### config.mk
export PLATFORM = sky130hd
export DESIGN_NAME = eprom_prog_ctrl
export DESIGN_NICKNAME = d
export VERILOG_FILES = /design/src/rtl/eprom_pkg.sv /design/src/rtl/eprom_prog_ctrl.sv
export SDC_FILE = /design/constraint.sdc
export NUM_CORES = 1
export LEC_CHECK = 0
export BUFFER_PORTS_ARGS = -buffer_cell sky130_fd_sc_hd__buf_2
export CORE_UTILIZATION = 50
export CTS_CLUSTER_DIAMETER = 40
export DETAILED_ROUTE_END_ITERATION = 8
export PLACE_DENSITY = 0.81
export REMOVE_ABC_BUFFERS = 1
export SKIP_LAST_GASP = 1
export SLEW_MARGIN = 30
export SYNTH_ARGS = -nofsm -noshare
export SYNTH_HDL_FRONTEND = slang
export SYNTH_SLANG_ARGS = --single-unit
### constraint.sdc
create_clock -name clk -period 5 [get_ports clk]
set_clock_uncertainty 0.1 [all_clocks]
set_input_delay 0.25 -clock clk [delete_from_list [all_inputs] [get_ports clk]]
set_output_delay 0.25 -clock clk [all_outputs]
set_load 0.005 [all_outputs]
### src/rtl/eprom_pkg.sv
package eprom_pkg;
  typedef enum logic [2:0] {
    M_STANDBY = 3'd0,
    M_READ    = 3'd1,
    M_DISABLE = 3'd2,
    M_PROGRAM = 3'd3,
    M_VERIFY  = 3'd4,
    M_INHIBIT = 3'd5,
    M_IDENT   = 3'd6
  } mode_e;

  localparam logic [7:0] MFR_CODE  = 8'h1E;
  localparam logic [7:0] DEV_CODE  = 8'h05;
  localparam logic [7:0] ERASED_B  = 8'hFF;
endpackage

### src/rtl/eprom_prog_ctrl.sv
module eprom_prog_ctrl
  import eprom_pkg::*;
#(
  parameter int ARRAY_AW = 10,
  parameter int PW_MIN   = 95,
  parameter int PW_MAX   = 105
) (
  input  logic                clk,
  input  logic                rst_n,
  input  mode_e               mode,
  input  logic                ce_n,
  input  logic                pgm_n,
  input  logic                vpp_hi,
  input  logic [ARRAY_AW-1:0] addr,
  input  logic [7:0]          din,
  output logic                wr_en,
  output logic [ARRAY_AW-1:0] wr_addr,
  output logic [7:0]          wr_data,
  output logic                pw_fault
);
  localparam int CW = $clog2(PW_MAX + 2);
  localparam logic [CW-1:0] CNT_SAT = CW'(PW_MAX + 1);
  localparam logic [CW-1:0] CNT_MIN = CW'(PW_MIN);
  localparam logic [CW-1:0] CNT_MAX = CW'(PW_MAX);

  logic                in_prog_q, in_prog_d;
  logic [ARRAY_AW-1:0] lat_addr_q;
  logic [7:0]          lat_data_q;
  logic [CW-1:0]       cnt_q, cnt_d;
  logic                fault_q, fault_d;
  logic                prog_now, commit;

  always_comb begin
    prog_now  = (mode == M_PROGRAM);
    in_prog_d = prog_now;
    commit    = in_prog_q && pgm_n && !ce_n && vpp_hi;
    cnt_d     = cnt_q;
    if (prog_now) begin
      if (!in_prog_q)          cnt_d = CW'(1);
      else if (cnt_q != CNT_SAT) cnt_d = cnt_q + CW'(1);
    end
    fault_d = commit && ((cnt_q < CNT_MIN) || (cnt_q > CNT_MAX));
  end

  always_ff @(posedge clk or negedge rst_n) begin
    if (!rst_n) begin
      in_prog_q  <= 1'b0;
      cnt_q      <= '0;
      fault_q    <= 1'b0;
      lat_addr_q <= '0;
      lat_data_q <= '0;
    end else begin
      in_prog_q <= in_prog_d;
      cnt_q     <= cnt_d;
      fault_q   <= fault_d;
      if (prog_now) begin
        lat_addr_q <= addr;
        lat_data_q <= din;
      end
    end
  end

  assign wr_en    = commit;
  assign wr_addr  = lat_addr_q;
  assign wr_data  = lat_data_q;
  assign pw_fault = fault_q;

  a_r6_commit_needs_select: assert property (@(posedge clk) disable iff (!rst_n)
    wr_en |-> (!ce_n && vpp_hi));
  a_r5_commit_on_rise: assert property (@(posedge clk) disable iff (!rst_n)
    wr_en |-> $rose(pgm_n));
  a_r11_fault_follows_commit: assert property (@(posedge clk) disable iff (!rst_n)
    pw_fault |-> $past(wr_en));
endmodule

==> After elaboration in Yosys (flattened, before gate mapping) <==
Index checks and enable logic that the tools add are counted.
{ "totals": {"rom_bits": 0, "register_bits": 27, "wordCells": 20, "latchBits": 0, "ram_bits": 0, "out_inout_bits": 20, "n_memories": 0} }
{ "op_classes": {"n_bitwise": 0, "mul": 0, "n_div": 0, "shifts": 0, "n_reduce_logical": 7, "n_lt_le_gt_ge": 2, "eq_ne": 3, "add_sub_neg": 1, "n_mux": 2} }
{ "op_table": {"columns": ["cell", "n"], "rows": [
  ["two-way mux 7 bit", 2],
  ["adder 7 x 1 -> 7 bit, second input constant", 1],
  ["greater-than comparator 7 bit, second input constant", 1],
  ["< comparator 7 bit, second input constant", 1],
  ["inequality test 7 bit, second input constant", 1],
  ["logical AND 1 bit", 4],
  ["== test 3 x 2 -> 1 bit, second input constant", 1],
  ["inequality test 2 x 1 -> 1 bit, second input constant", 1],
  ["AND reduction 2 bit", 1],
  ["zero test 1 bit", 1],
  ["logical OR 1 bit", 1]
]} }

==> Logic depth before layout (Yosys ltp) <==
Gate-level depths: netlist (run 1).
{ "logic_depth": {"depth_word": 4, "depth_mapped": 5, "depth_no_buf": 5} }

==> Worst setup path after synthesis (run 1) <==
No wires, ideal clock.
{ "synth_path": {"path_kind": "register to register", "startpoint": "register cnt_q[0]", "endpoint": "register cnt_q[6]", "setup_time_ps": 126, "required_ps": 4774, "synth_period_minus_slack_ps": 1560, "setup_slack_ps": 3440, "path_stages_with_launch": 5, "arrival_time_ps": 1334, "path_cell_list": "dfrtp_1 ha_1 and3_1 and3_2 a221o_1"} }
{ "synth_between": {"elab_chain_cells": 3} }
{ "synth_rtl": {"columns": ["item", "line_no", "rtl"], "rows": [
  ["from (decl)", "eprom_prog_ctrl.sv:29", "logic [CW-1:0] cnt_q, cnt_d;"],
  ["from (signal assigned)", "eprom_prog_ctrl.sv:54", "cnt_q <= cnt_d;"],
  ["adder 7 x 1 -> 7 bit / inequality test 7 bit (equally long branches)", "eprom_prog_ctrl.sv:40", "else if (cnt_q != CNT_SAT) cnt_d = cnt_q + CW'(1);"],
  ["two-way mux 7 bit / inequality test 2 x 1 -> 1 bit (equally long branches)", null, null],
  ["two-way mux 7 bit / AND reduction 2 bit (equally long branches)", null, null]
]} }
Several ways; a longest one is shown, not always the timed one. The select of a mux whose other input is x is not followed.
A chain may end at the register's enable or synchronous reset.

==> Worst setup path after layout (run 1) <==
{ "layout_path": {"startpoint": "register in_prog_q", "endpoint": "output port wr_en"} }
{ "layout_between": {"elab_chain_cells": 3} }
{ "layout_rtl": {"columns": ["item", "line_no", "rtl"], "rows": [
  ["from (decl)", "eprom_prog_ctrl.sv:26", "logic in_prog_q, in_prog_d;"],
  ["from (signal assigned)", "eprom_prog_ctrl.sv:53", "in_prog_q <= in_prog_d;"],
  ["logical AND 1 bit (3 in a row)", "eprom_prog_ctrl.sv:36", "commit = in_prog_q && pgm_n && !ce_n && vpp_hi;"],
  ["to (decl)", "eprom_prog_ctrl.sv:16", "output logic wr_en,"]
]} }
Every way passes these cells.

==> results list, run 1 <==
* Post-Place Cells: 163
* Clock buffers created by TritonCTS: 3
- Overflow after GRT: 0
- In the global route stage, overall resource usage came out at 19.6%.
- The floorplan has 17 rows.
* Cell area after technology mapping: between 1000 and 1500 sq um
- The number of global-route vias before repair was 916.
- Maximum number of pins on one net before global-route repair: 28
* Syn. warnings: 0
* CTS Root Buffer Type: sky130_fd_sc_hd__clkbuf_4
- Timing would allow up to 602 MHz.
- The run finished with clean final reports.
- Summing all flip-flop and latch instances after layout gives 676 sq um.
- Of all nets on the critical path, the largest fanout is 13.
- Path type of the worst setup path: reg -> out
* Unrepaired setup endpoints after global routing: false
- Number of distinct library cells after synthesis: 30
- Crit path required time: 4.65 ns
- Final count of hold timing violations: 0
- The detail route stage leaves a number of antenna-violating nets equal to 0.
- TritonCTS built the clock tree.
- Net switching is 27.1% of the power.
- Multi-input gate area in the final layout: ~530 sq um
* Sw power: 0.127 mW
- Final cell count without fillers: about 170
* Starting density of the core: a little over half
- In this run the number of H-tree levels came out at 1.
* Worst flop-to-flop path startpoint: in_prog_q
- Using the TritonRoute via totals, the vias-per-cell ratio works out to 5.40.
* Gp weighted congestion: between 0.8 and 0.9
- DR pass1 iterations: 4
- The count of final max-slew check failures came to 0.
- Int Pwr: ~0.34 mW
* DRC Markers: 0
* Post-layout instance area: between 1500 and 2000 sq um
- Across the run, the number of max-cap violations was 0.
* Cell area after placement: 1480 sq um
- Measured in cells, the most critical reg-to-reg path has a length of 3.
- After clock tree synthesis, the clock-pin slew on the worst setup and hold paths is 0.15 ns.
- Summed over all layers, the routed wires come to approximately 2300 um.
* TritonCTS sink count: 27
* Headroom to the max-slew limit: 61.8%
* Area of the die: 2680 sq um
- Antenna violations before repair: 0
- Pin placement for this block handled between 40 and 50 I/O pins.
- Power density of the placed cells: 308 nW/um^2
- Share of layout cells above drive strength 1: 52.1%
- Counting the fill cells in the layout gives 198.
- Global-route wire length before repair: 3820 um
- Counting flops and latches in the post-synthesis netlist gives 27.
- The HPWL after detailed placement is between 1500 and 2000 um.
* Sort of element at the start of the critical path: flip-flop
* CTS resizes: 0
* Worst IR drop on VDD: 250 uV
- In the final timing run, aggregate negative setup slack is 0 ns.
- Width of the die: 51.8 um
- In the final design database the tool counted 170 nets.
- The number of hold buffers added after CTS was 1.
- CP Capture Type: output port
* Vias post-DR: a little over 900
- Proportion of power drawn by flip-flops and latches: 58.6%
- Counting instances, the worst hold path has a depth of 2.
- Transition time of the tightest slew-check pin: about 0.57 ns
* Average cell area after synthesis: 13.3 sq um
- After synthesis, flip-flops and latches occupy a little over half of the total area.
* Setup repair bufs after CTS: 0
* Number of input and output port buffers inserted: 45
- The number of antenna diodes in the final layout is 0.
* Worst hold path startpoint: din[1]
- For this run, the share of the core covered by cells in the final layout is 66.9%.
* Slowest CP cell: sky130_fd_sc_hd__dfrtp_1
* Starting DRT DRC Count: 4
- Class of the tightest hold or removal check: in -> reg
- Post-route minimum period: 1.66 ns
- Clock latency on the worst-skew pair, taken at its later pin, is 0.32 ns.
- Setup violations remaining at the end of the flow were counted as 0.
* Power Total: 0.469 mW
- Number of cells produced by synthesis: 93
- Maximum number of buffers from clock root to sink: 2
- Launch point of the critical path: in_prog_q
- Maximum cell stage delay along the critical path: between 0.5 and 0.6 ns
- For this design the static power due to leakage is 0.758 nW.
* Logic pwr share: 20.9%
* Period utilisation layout: 33.2%
* Core Footprint: 2280 sq um
- Share of power burned in the clock network: slightly above 20%
- From synthesis to final layout, the design area changed by 23.1%.
* Critical path data arrival time: 1.31 ns
- Die span in y: between 50 and 60 um
- Ordered cell list for the critical path: and4b_1, buf_2
* Routed wire per std cell: 13.5 um
==> through the flow <==
stage | worst slack (ns) | hold WS (ns)
finish | 3.34 | 0.0428
detailed placement | 3.31 | 0.185
global route | 3.22 | 0.0226
global placement | 3.36 | 0.179
floorplan | 3.44 | -0.146
CTS | 3.32 | 0.0297
==> cell families after synthesis <==
family | count (synthesis) | share of synthesized area [%]
adders and majority gates | 3 | 3.03
AOI/OAI and AO/OA | 13 | 8.80
muxes | 20 | 18.1
and+or+nand+nor | 23 | 13.0
buffers and inverters | 7 | 2.43
DFF | 27 | 54.6
==> worst paths after layout <==
check                              to  slack, ns
hold / removal             wr_data[1]       0.04
hold reg to reg            wr_addr[4]       0.42
max in group asynchronous   in_prog_q       4.09
setup / recovery                wr_en       3.34
min in group asynchronous  wr_addr[6]       0.33
setup reg to reg             cnt_q[0]       3.36
==> metal layers <==
| metal | global-route usage, % | vias up | share of wire [%] |
|---|---|---|---|
| met4 | 10.8 | 0 | 0.35 |
| met1 | 24.0 | 441 | 44 |
| met3 | 4.39 | 2 | 4.7 |
| met5 | 0 | - | 0 |
| met2 | 31.8 | 32 | 51 |
| li1 | - | 433 | - |
==> cell usage in the layout (no fill, tap or decap) <==
master                          count
sky130_fd_sc_hd__o21bai_1           1
sky130_fd_sc_hd__inv_1              4
sky130_fd_sc_hd__and2_1             1
sky130_fd_sc_hd__and3_1             1
sky130_fd_sc_hd__nand3b_1           2
sky130_fd_sc_hd__and3_2             1
sky130_fd_sc_hd__nor3b_2            1
sky130_fd_sc_hd__dlygate4sd3_1      1
sky130_fd_sc_hd__a21oi_1            1
sky130_fd_sc_hd__nor3b_1            2
sky130_fd_sc_hd__a31oi_1            1
sky130_fd_sc_hd__a221o_1            2
sky130_fd_sc_hd__a2bb2oi_1          1
sky130_fd_sc_hd__nor2b_1            1
sky130_fd_sc_hd__a21o_2             1
sky130_fd_sc_hd__nand2b_1           2
sky130_fd_sc_hd__ha_1               3
sky130_fd_sc_hd__o41ai_1            1
sky130_fd_sc_hd__dfrtp_1           27
sky130_fd_sc_hd__nand3_1            3
sky130_fd_sc_hd__or4_1              1
sky130_fd_sc_hd__clkinvlp_4         1
sky130_fd_sc_hd__clkbuf_4           3
sky130_fd_sc_hd__and4b_1            1
sky130_fd_sc_hd__mux2i_1            1
sky130_fd_sc_hd__buf_2             45
sky130_fd_sc_hd__nor4b_1            1
sky130_fd_sc_hd__a41o_4             1
sky130_fd_sc_hd__nand2_1            5
sky130_fd_sc_hd__nand3b_4           1
sky130_fd_sc_hd__mux2_2            19
sky130_fd_sc_hd__o211ai_1           1
sky130_fd_sc_hd__o21ai_0            3
==> cell usage after synthesis <==
cell type                   instances  area, sq um
sky130_fd_sc_hd__a21o_2             1         8.76
sky130_fd_sc_hd__a21oi_1            1         5.00
sky130_fd_sc_hd__a221o_1            2         20.0
sky130_fd_sc_hd__a2bb2oi_1          1         8.76
sky130_fd_sc_hd__a31oi_1            1         6.26
sky130_fd_sc_hd__a41o_4             1         21.3
sky130_fd_sc_hd__and2_1             1         6.26
sky130_fd_sc_hd__and3_1             1         6.26
sky130_fd_sc_hd__and3_2             1         7.51
sky130_fd_sc_hd__and4b_1            1         10.0
sky130_fd_sc_hd__buf_2              3         15.0
sky130_fd_sc_hd__dfrtp_1           27          676
sky130_fd_sc_hd__ha_1               3         37.5
sky130_fd_sc_hd__inv_1              4         15.0
sky130_fd_sc_hd__mux2_2            19          214
sky130_fd_sc_hd__mux2i_1            1         10.0
sky130_fd_sc_hd__nand2_1            5         18.8
sky130_fd_sc_hd__nand2b_1           2         12.5
sky130_fd_sc_hd__nand3_1            3         15.0
sky130_fd_sc_hd__nand3b_1           2         15.0
sky130_fd_sc_hd__nand3b_4           1         20.0
sky130_fd_sc_hd__nor2b_1            1         6.26
sky130_fd_sc_hd__nor3b_1            2         15.0
sky130_fd_sc_hd__nor3b_2            1         12.5
sky130_fd_sc_hd__nor4b_1            1         8.76
sky130_fd_sc_hd__o211ai_1           1         7.51
sky130_fd_sc_hd__o21ai_0            3         15.0
sky130_fd_sc_hd__o21bai_1           1         7.51
sky130_fd_sc_hd__o41ai_1            1         8.76
sky130_fd_sc_hd__or4_1              1         7.51
==> critical path: cells and delay by family (launching register included) <==
| kind | cells | cell delay [ns] |
|---|---|---|
| buffers and inverters | 1 | 0.12 |
| AND/OR/NAND/NOR | 1 | 0.28 |
| flip-flops | 1 | 0.59 |
==> state kept, by name, summed over array words and instances, names as in the netlist <==
name	cells
in_prog_q	1
pw_fault	1
cnt_q	7
wr_data	8
wr_addr	10
==> power by group through the flow <==
stage	logic (mW)	registers, mW	clock network [mW]
2_1_floorplan	0.0469	0.279	0
3_3_place_gp	0.0950	0.277	0
3_5_place_dp	0.0989	0.279	0
4_1_cts	0.0999	0.275	0.102
5_1_grt	0.109	0.281	0.108
6_report	0.0980	0.275	0.0961
==> final cells by class <==
| type | instances | area share [%] |
|---|---|---|
| repair buffers | 46 | 15.4 |
| clock inverters | 1 | 0.493 |
| multi-input cells | 59 | 34.9 |
| clock buffers | 3 | 1.48 |
| flip-flops and latches | 27 | 44.4 |
| inverters | 4 | 0.986 |
| well taps | 28 | 2.30 |
(Power assumes the default switching activity.)
==> run 2: changes to the inputs <==
--- a/config.mk
+++ b/config.mk
@@ -6,10 +6,10 @@
 export NUM_CORES = 1
 export LEC_CHECK = 0
 export BUFFER_PORTS_ARGS = -buffer_cell sky130_fd_sc_hd__buf_2
-export CORE_UTILIZATION = 50
+export CORE_UTILIZATION = 43
 export CTS_CLUSTER_DIAMETER = 40
 export DETAILED_ROUTE_END_ITERATION = 8
-export PLACE_DENSITY = 0.81
+export PLACE_DENSITY = 0.74
 export REMOVE_ABC_BUFFERS = 1
 export SKIP_LAST_GASP = 1
 export SLEW_MARGIN = 30
==> constraint.sdc (replaced) <==
create_clock -name clk -period 1.4 [get_ports clk]
set_clock_uncertainty 0.1 [all_clocks]
set_input_delay 0.07 -clock clk [delete_from_list [all_inputs] [get_ports clk]]
set_output_delay 0.07 -clock clk [all_outputs]
set_load 0.005 [all_outputs]
==> run 2 against run 1 <==
  * The flow now finishes with violations (negative setup slack)
  * Global-route usage decreased by 1.4 points
  * Highest routed layer unchanged
  * Hold slack improved by 0.014 ns
  * Cell area rose by 23%
  * Critical endpoint is now cnt_q[6]
  * Core utilization rose by 1.5 points
  * Routed wire length is 17% higher
  * Clock power grew to 3.5 times the previous value
  * Sequential share of layout area decreased by 8.3 points
  * Sequential cell count unchanged
==> results list, run 2 (synthesis results as in run 1) <==
- In this run the clock root is driven by a sky130_fd_sc_hd__clkbuf_4.
- Summed over all layers, the global routing overflow is 0.
* Period utilisation layout: 105%
- The count of final max-slew check failures is 0.
- In the routed layout, each cell is associated on average with a via count of 5.13.
* Worst flop-to-flop path startpoint: cnt_q[0]
- GRT Total Usage: 18.2%
- Buffers placed on the I/O ports in this run total 45.
- Clock latency on the worst-skew pair, taken at its later pin, is 0.33 ns.
* Leak Pwr: 0.917 nW
- In this run the deepest clock path goes through 2 buffers.
- Total number of placement rows: 19
- Area of the die: 3100 sq um
- Derived from the worst setup path, the maximum achievable clock frequency is approximately 680 MHz.
- The floorplan step defined a core boundary enclosing 2730 sq um.
- After detailed routing, the number of remaining DRC violations is 0.
- Class of the tightest hold or removal check: in -> reg
- Post-route minimum period: 1.47 ns
- Commonest non-fill, non-tap cell in the layout: sky130_fd_sc_hd__buf_2
- From bottom edge to top edge, the die measures roughly 56 um.
- Once the floorplan was initialized, standard cells occupied 45.3% of the core.
- Fill count: 185
- Vias post-DR: 1051
- The worst setup path is launched from a flip-flop.
- Final Util: 68.4%
* Gp weighted congestion: around 0.83
* DR pass1 iterations: 4
- Number of H-tree levels: 1
- In the post-route analysis, the smallest setup slack over all paths is -0.0729 ns.
- In the layout the commonest cells are sky130_fd_sc_hd__buf_2 (45), sky130_fd_sc_hd__dfrtp_1 (27), sky130_fd_sc_hd__dlygate4sd3_1 (19).
- Entering global routing, the biggest net connects 28 pins.
- After detailed routing, the average wire length per cell comes to ~13 um.
- Sum of net half-perimeters after detailed placement: 1790 um
* Final count of hold timing violations: 0
- Unrepaired setup endpoints after global routing: true
- For the worst flop-to-flop path, the logic depth is 4.
- Clock-pin slew was measured on the worst setup and hold paths at 0.15 ns.
* Min Hold Slack: ~0.057 ns
- For this design the ratio of total power to cell area is 954 nW/um^2.
- CP Capture Type: flip-flop
* Hold Crit Endpoint: cnt_q[5]
* Final nets: 204
* Violated checks: negative setup slack
* Outcome: finished, violations left
- Number of global-route vias before repair: about 1000
- Path type of the worst setup path: reg -> reg
* Transition time of the tightest slew-check pin: approximately 0.58 ns
* Critical path data arrival time: roughly 1.6 ns
- TritonCTS built the clock tree.
- Number of top-level pins: between 40 and 50
- The worst hold path passes through 4 cells.
- Worst IR drop on VDD: 941 uV
- The first global-routing pass estimated 4420 um of wire.
* Post-Route WL: 2670 um
* TritonCTS sink count: 27
- Antenna-violating nets left: 0
- Area growth from synthesis to layout: 51.2%
* Headroom to the max-slew limit: 61.4%
- Starting DRT DRC Count: 4
* Antenna violations before repair: 0
- Endpoint of the worst register-to-register path: cnt_q[6]
* Maximum capacitance violations: 0
- Max Fanout on Critical Path: 6
- # diodes: 0
* Worst hold path startpoint: mode[1]
* Largest register FFs: 10
* Width of the die: 55.6 um
* Clock buffers created by TritonCTS: 3
* Share of layout cells above drive strength 1: 56.3%
- Number of setup violations in the final report: 5
- Data on the critical path is required at its endpoint by ~1.5 ns.
- In this run the register-to-register setup slack is -0.07 ns.
* Final setup TNS: -0.184 ns
run 2: cell types whose count changed in the layout (fill, tap and decap cells not counted), moves of 2 or more:
cell and delta:
sky130_fd_sc_hd__dlygate4sd3_1 +18, sky130_fd_sc_hd__buf_4 +15, sky130_fd_sc_hd__ha_1 -3, sky130_fd_sc_hd__ha_2 +3
sky130_fd_sc_hd__and3_4 +2
run 2: timing repair:
item / 4_1_cts / 5_1_grt
pin swaps: 7 / 3
hold buffers: 19 / 0
hold endpoints to repair: 45 / 0
setup endpoints to repair: 6 / 7
gates cloned: 0 / 0
setup buffers: 1 / 3
gates resized for setup: 6 / 6
run 2: metal layers:
metal / track usage, % / wire length (um) / up-vias
li1: - / - / 501
met1: 23.6 / 1170 / 501
met2: 31.2 / 1300 / 44
met3: 3.49 / 162 / 5
met4: 5.36 / 30 / 0
met5: 0 / 0 / -
run 2: cell type report:
cell class,count,area [sq um],share of cell area [%]
Clock inverter,1,7.51,0.401
Sequential cell,27,676,36.1
Clock buffer,3,22.5,1.20
Tap cell,31,38.8,2.07
Inverter,4,15.0,0.803
Multi-Input combinational cell,59,572,30.6
Timing Repair Buffer,80,539,28.8
run 2: worst max path at each step:
stage	start	endpoint	cells after the start	slack [ns]
after floorplan	cnt_q[0]	cnt_q[6]	4	-0.16
after global placement	cnt_q[1]	cnt_q[6]	4	-0.07
after detailed placement	cnt_q[1]	cnt_q[6]	4	-0.11
after CTS	cnt_q[1]	cnt_q[6]	3	-0.07
after global routing	cnt_q[1]	cnt_q[6]	3	-0.12
final	cnt_q[0]	cnt_q[6]	4	-0.07
run 2: report_power, final:
| part | switching, mW | internal [mW] |
|---|---|---|
| Clock | 0.232 | 0.109 |
| Sequential | 0.0619 | 0.898 |
| Combinational | 0.188 | 0.295 |
run 2: critical path, stage by stage, from the launching register on:
cell                      delay (ns)
sky130_fd_sc_hd__dfrtp_1        0.40
sky130_fd_sc_hd__inv_1          0.06
sky130_fd_sc_hd__ha_2           0.18
sky130_fd_sc_hd__a41o_4         0.29
sky130_fd_sc_hd__a221o_1        0.34
run 2: metrics by stage:
step / total power, mW / instances / area (sq um) / worst slack [ns]
after floorplan: 1.16 / 90 / 1220 / -0.160
after global placement: 1.37 / 178 / 1580 / -0.0687
after detailed placement: 1.39 / 178 / 1580 / -0.106
after CTS: 1.79 / 202 / 1830 / -0.0667
after global routing: 1.90 / 205 / 1870 / -0.119
final: 1.78 / 205 / 1870 / -0.0729
